### src/rtl/divcfg_pkg.sv
package divcfg_pkg;
    typedef enum logic [1:0] {
        ST_PAR_OPEN,
        ST_PAR_HELD,
        ST_SER_OPEN,
        ST_SER_HELD
    } cfg_state_e;
endpackage

### src/rtl/divcfg_sync.sv
module divcfg_sync #(
    parameter int                 WIDTH   = 4,
    parameter int                 STAGES  = 2,
    parameter logic [WIDTH-1:0]   RST_VAL = '0
) (
    input  logic             clk,
    input  logic             rst_n,
    input  logic [WIDTH-1:0] din,
    output logic [WIDTH-1:0] dout
);
    logic [WIDTH-1:0] chain [STAGES];

    for (genvar s = 0; s < STAGES; s++) begin : g_stage
        always_ff @(posedge clk or negedge rst_n) begin
            if (!rst_n)
                chain[s] <= RST_VAL;
            else if (s == 0)
                chain[s] <= din;
            else
                chain[s] <= chain[(s == 0) ? 0 : s-1];
        end
    end

    assign dout = chain[STAGES-1];
endmodule

### src/rtl/divcfg_shift.sv
module divcfg_shift #(
    parameter int WORD_W = 14
) (
    input  logic              clk,
    input  logic              rst_n,
    input  logic              shift_en,
    input  logic              bit_in,
    output logic [WORD_W-1:0] sr_q,
    output logic [WORD_W-1:0] sr_next
);
    assign sr_next = shift_en ? {sr_q[WORD_W-2:0], bit_in} : sr_q;

    always_ff @(posedge clk or negedge rst_n) begin
        if (!rst_n)
            sr_q <= '0;
        else
            sr_q <= sr_next;
    end
endmodule

### src/rtl/divcfg_ctrl.sv
module divcfg_ctrl
    import divcfg_pkg::*;
#(
    parameter int M_W = 9,
    parameter int N_W = 3,
    parameter int T_W = 2,
    localparam int WORD_W = M_W + N_W + T_W
) (
    input  logic              clk,
    input  logic              rst_n,
    input  logic              par_lo,
    input  logic              ld_s,
    input  logic              ld_rise,
    input  logic              ld_fall,
    input  logic              clk_rise,
    input  logic [M_W-1:0]    par_m,
    input  logic [N_W-1:0]    par_n,
    input  logic [WORD_W-1:0] sr_next,
    output cfg_state_e        state,
    output logic [M_W-1:0]    m_q,
    output logic [N_W-1:0]    n_q,
    output logic [T_W-1:0]    t_q
);
    cfg_state_e state_nx;

    // state register
    always_ff @(posedge clk or negedge rst_n) begin
        if (!rst_n)
            state <= ST_PAR_HELD;
        else
            state <= state_nx;
    end

    always_comb begin
        state_nx = state;
        if (par_lo) begin
            state_nx = ST_PAR_OPEN;
        end else begin
            unique case (state)
                ST_PAR_OPEN: state_nx = ST_PAR_HELD;
                ST_PAR_HELD: if (ld_rise) state_nx = ST_SER_OPEN;
                ST_SER_OPEN: if (ld_fall) state_nx = ST_SER_HELD;
                ST_SER_HELD: if (ld_rise) state_nx = ST_SER_OPEN;
                default:     state_nx = ST_PAR_HELD;
            endcase
        end
    end

    // output registers: divider and test-select settings
    always_ff @(posedge clk or negedge rst_n) begin
        if (!rst_n) begin
            m_q <= '0;
            n_q <= '0;
            t_q <= '0;
        end else if (par_lo) begin
            m_q <= par_m;
            n_q <= par_n;
        end else if (ld_rise ||
                     (state == ST_SER_OPEN && ld_s && clk_rise)) begin
            {t_q, n_q, m_q} <= sr_next;
        end
    end
endmodule

### src/rtl/synth_divcfg.sv
module synth_divcfg
    import divcfg_pkg::*;
#(
    parameter int M_W         = 9,
    parameter int N_W         = 3,
    parameter int T_W         = 2,
    parameter int SYNC_STAGES = 2,
    parameter int M_MIN       = 250,
    parameter int M_MAX       = 500
) (
    input  logic           clk,
    input  logic           rst_n,
    input  logic           par_load_n,
    input  logic [M_W-1:0] par_m,
    input  logic [N_W-1:0] par_n,
    input  logic           ser_clk,
    input  logic           ser_data,
    input  logic           ser_load,
    input  logic           mdiv_out,
    input  logic           fout_cmos,
    output logic [M_W-1:0] m_val,
    output logic [N_W-1:0] n_code,
    output logic           test_out,
    output logic           m_valid
);
    localparam int WORD_W = M_W + N_W + T_W;

    logic [3:0]        async_in, sync_out;
    logic              par_lo_s, sc_s, sd_s, ld_s;
    logic              sc_d, ld_d;
    logic              clk_rise, ld_rise, ld_fall;
    logic [WORD_W-1:0] sr_q, sr_next;
    logic [T_W-1:0]    t_q;
    cfg_state_e        state;

    assign async_in = {par_load_n, ser_clk, ser_data, ser_load};

    divcfg_sync #(.WIDTH(4), .STAGES(SYNC_STAGES), .RST_VAL(4'b1000)) u_sync (
        .clk(clk), .rst_n(rst_n), .din(async_in), .dout(sync_out)
    );

    assign par_lo_s = ~sync_out[3];
    assign sc_s     = sync_out[2];
    assign sd_s     = sync_out[1];
    assign ld_s     = sync_out[0];

    always_ff @(posedge clk or negedge rst_n) begin
        if (!rst_n) begin
            sc_d <= 1'b0;
            ld_d <= 1'b0;
        end else begin
            sc_d <= sc_s;
            ld_d <= ld_s;
        end
    end

    assign clk_rise = sc_s & ~sc_d;
    assign ld_rise  = ld_s & ~ld_d & ~par_lo_s;
    assign ld_fall  = ~ld_s & ld_d;

    divcfg_shift #(.WORD_W(WORD_W)) u_shift (
        .clk(clk), .rst_n(rst_n),
        .shift_en(clk_rise & ~par_lo_s),
        .bit_in(sd_s), .sr_q(sr_q), .sr_next(sr_next)
    );

    divcfg_ctrl #(.M_W(M_W), .N_W(N_W), .T_W(T_W)) u_ctrl (
        .clk(clk), .rst_n(rst_n), .par_lo(par_lo_s), .ld_s(ld_s),
        .ld_rise(ld_rise), .ld_fall(ld_fall), .clk_rise(clk_rise),
        .par_m(par_m), .par_n(par_n), .sr_next(sr_next),
        .state(state), .m_q(m_val), .n_q(n_code), .t_q(t_q)
    );

    // diagnostic multiplexer, forced low in the parallel states
    always_comb begin
        test_out = 1'b0;
        if (state == ST_SER_OPEN || state == ST_SER_HELD) begin
            unique case (t_q)
                2'b00:   test_out = 1'b0;
                2'b01:   test_out = sd_s;
                2'b10:   test_out = mdiv_out;
                default: test_out = fout_cmos;
            endcase
        end
    end

    assign m_valid = (int'(m_val) >= M_MIN) && (int'(m_val) <= M_MAX);
endmodule

### config.mk
export PLATFORM = sky130hd
export DESIGN_NAME = synth_divcfg
export DESIGN_NICKNAME = d
export VERILOG_FILES = /design/src/rtl/divcfg_pkg.sv /design/src/rtl/divcfg_sync.sv /design/src/rtl/divcfg_shift.sv /design/src/rtl/divcfg_ctrl.sv /design/src/rtl/synth_divcfg.sv
export SDC_FILE = /design/constraint.sdc
export NUM_CORES = 1
export LEC_CHECK = 0
export BUFFER_PORTS_ARGS = -buffer_cell sky130_fd_sc_hd__buf_2
export CAP_MARGIN = 20
export CORE_MARGIN = 3
export CORE_UTILIZATION = 58
export DETAILED_ROUTE_END_ITERATION = 7
export GPL_TIMING_DRIVEN = 0
export PLACE_DENSITY = 0.93
export SETUP_SLACK_MARGIN = 0.3
export SYNTH_ARGS = -nofsm -noshare
export SYNTH_HDL_FRONTEND = slang
export SYNTH_HIERARCHICAL = 1
export SYNTH_SLANG_ARGS = --single-unit
### constraint.sdc
create_clock -name clk -period 3.7 [get_ports clk]
set_input_delay 0.185 -clock clk [delete_from_list [all_inputs] [get_ports clk]]
set_output_delay 0.185 -clock clk [all_outputs]
set_load 0.02 [all_outputs]
Word-level counts from Yosys, hierarchy flattened:

Index checks and enable logic that the tools add are counted.

* register bits after elaboration: 40
* input port bits: 20
* output and inout port bits: 14
* logic and storage cells: 48

* order comparisons: 2
* equal/unequal tests: 8
* mux-type cells: 11
* bitwise gates (word level): 8
* reduce and logical (&&, ||, !) cells: 10

Operator list (count)
* $mux W9: 2
* $mux W14: 1
* $ge A9 B8 Y1 const B: 1
* $le A9 B9 Y1 const B: 1
* $eq A2 B2 Y1 const B: 3
* $mux W2: 3
* $mux W3: 2
* $pmux W2 S3: 1
* $and A1 B1 Y1: 5
* $eq A2 B1 Y1 const B: 2
* $logic_not A2 Y1: 2
* $reduce_and A2 Y1: 2
* $logic_and A1 B1 Y1: 3
* $ne A3 B2 Y1 const B: 1
* $ne A3 B3 Y1 const B: 1
* $not A1 Y1: 3
* $pmux W1 S3: 1
* $logic_or A1 B1 Y1: 2
* $ne A2 B1 Y1 const B: 1
* $reduce_or A2 Y1: 1
* $mux W1: 1

Logic depth before layout (Yosys ltp):

* depth after elaboration: 6
* gate-level depth with buffers: 7

Cells and area by module:

Netlist, hierarchy kept.

Modules (own cells, without submodules)
* divcfg_ctrl: instances 1, cells each 54, area an instance 849.6 µm²
* divcfg_shift: instances 1, cells each 29, area an instance 519.2 µm²
* divcfg_sync: instances 1, cells each 12, area an instance 232.7 µm²
* synth_divcfg: instances 1, cells each 19, area an instance 163.9 µm²

Least setup slack after synthesis:

No wires, ideal clock.

* kind: register -> register
* start: reg u_sync.chain (netlist bit u_sync/dout[3])
* end: reg u_ctrl.m_q[1]
* setup time: 125 ps
* arrival time: 1798 ps
* path slack: 1777 ps
* stages on the path, launching flop included: 7
* path buffers: 2
* clock period less this slack: 1923 ps
* cell sequence: dfstp_2 -> buf_4 -> and2_1 -> buf_6 -> mux2_2 -> mux2_4 -> mux2_4

* longest elaborated chain between the ends: 4

Ends and longest elaborated chain
* from (decl): RTL line divcfg_sync.sv:11 `logic [WIDTH-1:0] chain [STAGES];`
* from (signal, indexed assignment): RTL line divcfg_sync.sv:18 `chain[s] <= din;`
* from (signal, indexed assignment): RTL line divcfg_sync.sv:20 `chain[s] <= chain[(s == 0) ? 0 : s-1];`
* $and A1 B1 Y1: RTL line synth_divcfg.sv:63 `.shift_en(clk_rise & ~par_lo_s),`
* $mux W14: RTL line divcfg_shift.sv:11 `assign sr_next = shift_en ? {sr_q[WORD_W-2:0], bit_in} : sr_q;`
* named net sr_next[1]: RTL line synth_divcfg.sv:32 `logic [WORD_W-1:0] sr_q, sr_next;`
* $mux W9: RTL line divcfg_ctrl.sv:58 `end else if (ld_rise ||`
* $mux W9: RTL line divcfg_ctrl.sv:55 `end else if (par_lo) begin`
* to (signal assigned): RTL line divcfg_ctrl.sv:56 `m_q <= par_m;`
* to (signal assigned): RTL line divcfg_ctrl.sv:60 `{t_q, n_q, m_q} <= sr_next;`
* to (decl): RTL line divcfg_ctrl.sv:20 `output logic [M_W-1:0] m_q,`

The timed path passes the listed nets, and every way through them passes these cells. The select of a mux whose other input is x is not followed.
A chain may end at the register's enable or synchronous reset.

Worst setup path in the final report:

* start: reg u_sync.chain (netlist bit u_sync/dout[2])
* end: reg u_ctrl.m_q[5]

* longest elaborated chain between the ends: 5

Ends and longest elaborated chain
* $and A1 B1 Y1: RTL line synth_divcfg.sv:57 `assign clk_rise = sc_s & ~sc_d;`
* named net clk_rise: RTL line synth_divcfg.sv:31 `logic clk_rise, ld_rise, ld_fall;`
* $and A1 B1 Y1: RTL line synth_divcfg.sv:63
* $mux W14: RTL line divcfg_shift.sv:11
* named net sr_next[5]: RTL line synth_divcfg.sv:32
* $mux W9: RTL line divcfg_ctrl.sv:58
* $mux W9: RTL line divcfg_ctrl.sv:55

The timed path passes the listed nets, and every way through them passes these cells. The select of a mux whose other input is x is not followed.

==> out/qor.txt <==
Crit path kind - reg -> reg
Total of max-cap violations - 0
Antenna-violating nets left - 0
Syn nets - 134
Antenna diodes - 0
Crit-path max FO - 10
Max-slew headroom - 44.2%
Total grt overflow - 0
Router iterations before antenna repair - 4
Post-Route Skew - 0.00464 ns
Number of buffers and inverters on the critical path - 2
Status - completed
DRC - 0
Worst path arrival time - 2.32 ns
Mapped Area - 0.00177 sq mm
Final Net Count - 179
Clock Path Buffers - 2
Number of global-route vias before repair - 1094
Cells after synthesis - 114
Critical path startpoint category - flop
Critical path's top delay family - multiplexers
H-tree depth - 2
Die Area - 0.00374 sq mm
Endpoints failing setup - 0
Largest net degree at the start of global routing - 41
Slew at the pin closest to its max-slew limit - 0.837 ns
Highest clock rate - 480 MHz
Tot Pwr - 1.10 mW
Row count - 19
Hold_sp - par_m[1]
DIE WIDTH - 61.2 um
Cell variety after synth - 24
Setup ws final - 1.62 ns
CTS Sinks - 40
Post-layout minimum cycle time - 2.08 ns
PortBufs - 33
Post-synth top area share - 52.4%
Slew Limit Fails - 0
Post-Place Worst Slack - 1.61 ns
Clk slew on worst S/H paths - 0.10 ns
Layout area overhead - 17.7%
Clk root buf - clkbuf_4
Crit share post-route - 56.3%
Initial antenna violation count - 0
YS warnings - 6
Routed WL - 3060 um
TritonCTS Buffers - 5
Drt initial violations - 26
VDD IR-drop max - 0.000383 V
Leading area contributor after synthesis - dfrtp_1
Lkg Pwr - 1.03 nW
Vias per cell - 5.34
Fraction of layout cells with a size suffix above 1 - 57.5%
GRT Total Usage - 18.5%
Cell repeated most along the worst path - mux2_4
Pwr per Cell Area - 527 mW/mm^2
GP Congestion - 0.745
Slowest CP cell - mux2_2
CP Data Required Time - 3.93 ns
Worst R2R Start - u_sync/dout[2]$_DFF_PN0_
Worst Setup SP - u_sync/dout[2]$_DFF_PN0_
Wire length per cell - 16.0 um
CP cell instances - buf_4 -> nor2b_1 -> and2_1 -> buf_6 -> mux2_2 -> mux2_4 -> mux2_4
Ports - 34
Setup crit end kind - flop
Core ar. - 0.00283 sq mm
Post-synthesis sequential area ratio - 56.9%
Yosys reg bits - 40
First-pass GRT wire length - 4850 um
Vias - 1019
Synth Area per Inst - 15.5 sq um
CTS tree - yes
Starting Density - 62.4%
Final-report hold violation count - 0
Top cells by area, synth - dfrtp_1 52%, mux2_2 15%, mux2_4 14%
CP max stage delay - 0.37 ns
RSZ-0062 raised after global routing - no
Final worst hold slack - 0.198 ns
HP Class - in -> reg
Utilization after layout - 73.5%
HPWL Detailed - 2280 um
Setup TNS - 0 ns
Die height - 61.2 um
Clk_lat worst skew - 0.33 ns
## layout make-up
cell class	count	area, sq um
plain buffers	8	83.8
clock buffers	8	58.8
fillers	185	751
inverters	2	7.51
multi-input cells	64	669
flip-flops and latches	40	1000
well taps	31	38.8
repair buffers	38	215
## cells in the final DEF, fill, tap and decap left out, types with 3 or more instances in the layout
| cell | instances |
|---|---|
| dlygate4sd3_1 | 5 |
| dfrtp_1 | 37 |
| clkbuf_4 | 5 |
| mux2_4 | 17 |
| buf_4 | 4 |
| buf_6 | 3 |
| mux2_2 | 24 |
| dfstp_2 | 3 |
| nand2_1 | 3 |
| buf_2 | 33 |
| nor2_1 | 3 |
## routing by layer
metal | global-route usage (%) | vias to the layer above | part of all wire, %
li1 | - | 488 | -
met3 | 7.13 | 7 | 4.2
met1 | 19.6 | 501 | 39
met2 | 32.6 | 23 | 54
met5 | 0 | - | 0
met4 | 8.05 | 0 | 1.8
## state kept, by name, summed over array words and instances, names as in the netlist
register,count
u_shift/sr_q,14
u_sync/dout,4
u_ctrl/m_q,9
u_ctrl/n_q,3
sc_d,1
u_ctrl/t_q,2
u_ctrl/state,2
ld_d,1
u_sync/chain,4
## cells by family after synthesis
family / synth area share (%)
AO/OA/AOI/OAI: 1.70
buffers and inverters: 5.17
flip-flops: 56.9
multiplexers: 29.8
AND/OR/NAND/NOR: 6.45
## worst reg2reg max path, delay by kind of cell (launching register included)
| kind | cells | cell delay [ns] |
|---|---|---|
| multiplexers | 3 | 0.89 |
| AND/OR/NAND/NOR | 2 | 0.47 |
| buffers and inverters | 2 | 0.30 |
| flip-flops | 1 | 0.33 |
## cells in the mapped netlist
library cell  instances
nor2_4                1
nand4b_1              1
buf_12                1
nor3b_1               2
buf_4                 4
a21oi_1               2
nand2_1               3
mux2_4               17
nor2_1                3
o21ai_0               1
or4b_1                1
nand3b_1              1
nand4_1               1
inv_1                 2
dfstp_2               3
nand3_1               1
nor2b_1               2
nor4b_1               1
a21boi_0              1
a211oi_1              1
mux2_2               24
and2_1                1
dfrtp_1              37
buf_6                 3
## power by group
group	internal, mW	switching (mW)	leakage (nW)	total [mW]
combinational	0.163	0.134	0.503	0.296
sequential	0.520	0.0615	0.498	0.581
clock	0.0938	0.125	0.0326	0.218
total	0.776	0.320	1.03	1.10
## path summary, 6_finish.rpt
check / to / depth (start not counted) / slack [ns]
min reg2reg: u_sync/dout[1]$_DFF_PN0_ / 0 / 0.36
min in group asynchronous: u_ctrl/n_q[1]$_DFFE_PN0P_ / 2 / 0.49
max: u_ctrl/m_q[5]$_DFFE_PN0P_ / 7 / 1.62
max in group asynchronous: u_sync/dout[0]$_DFF_PN0_ / 2 / 2.69
min: u_ctrl/m_q[1]$_DFFE_PN0P_ / 3 / 0.20
max reg2reg: u_ctrl/m_q[5]$_DFFE_PN0P_ / 7 / 1.62
## timing repair
| item | CTS | global route |
|---|---|---|
| gates resized for setup | 0 | 0 |
| hold buffers | 5 | 0 |
| buffers inserted | 0 | 0 |
| hold endpoints to repair | 41 | 0 |
## stage by stage
stage / instances / cell area [sq um]
floorplan: 114 / 1770
global placement: 178 / 1970
detailed placement: 178 / 1970
CTS: 191 / 2080
global route: 191 / 2080
finish: 191 / 2080
Power figures use the tool's default switching activity.
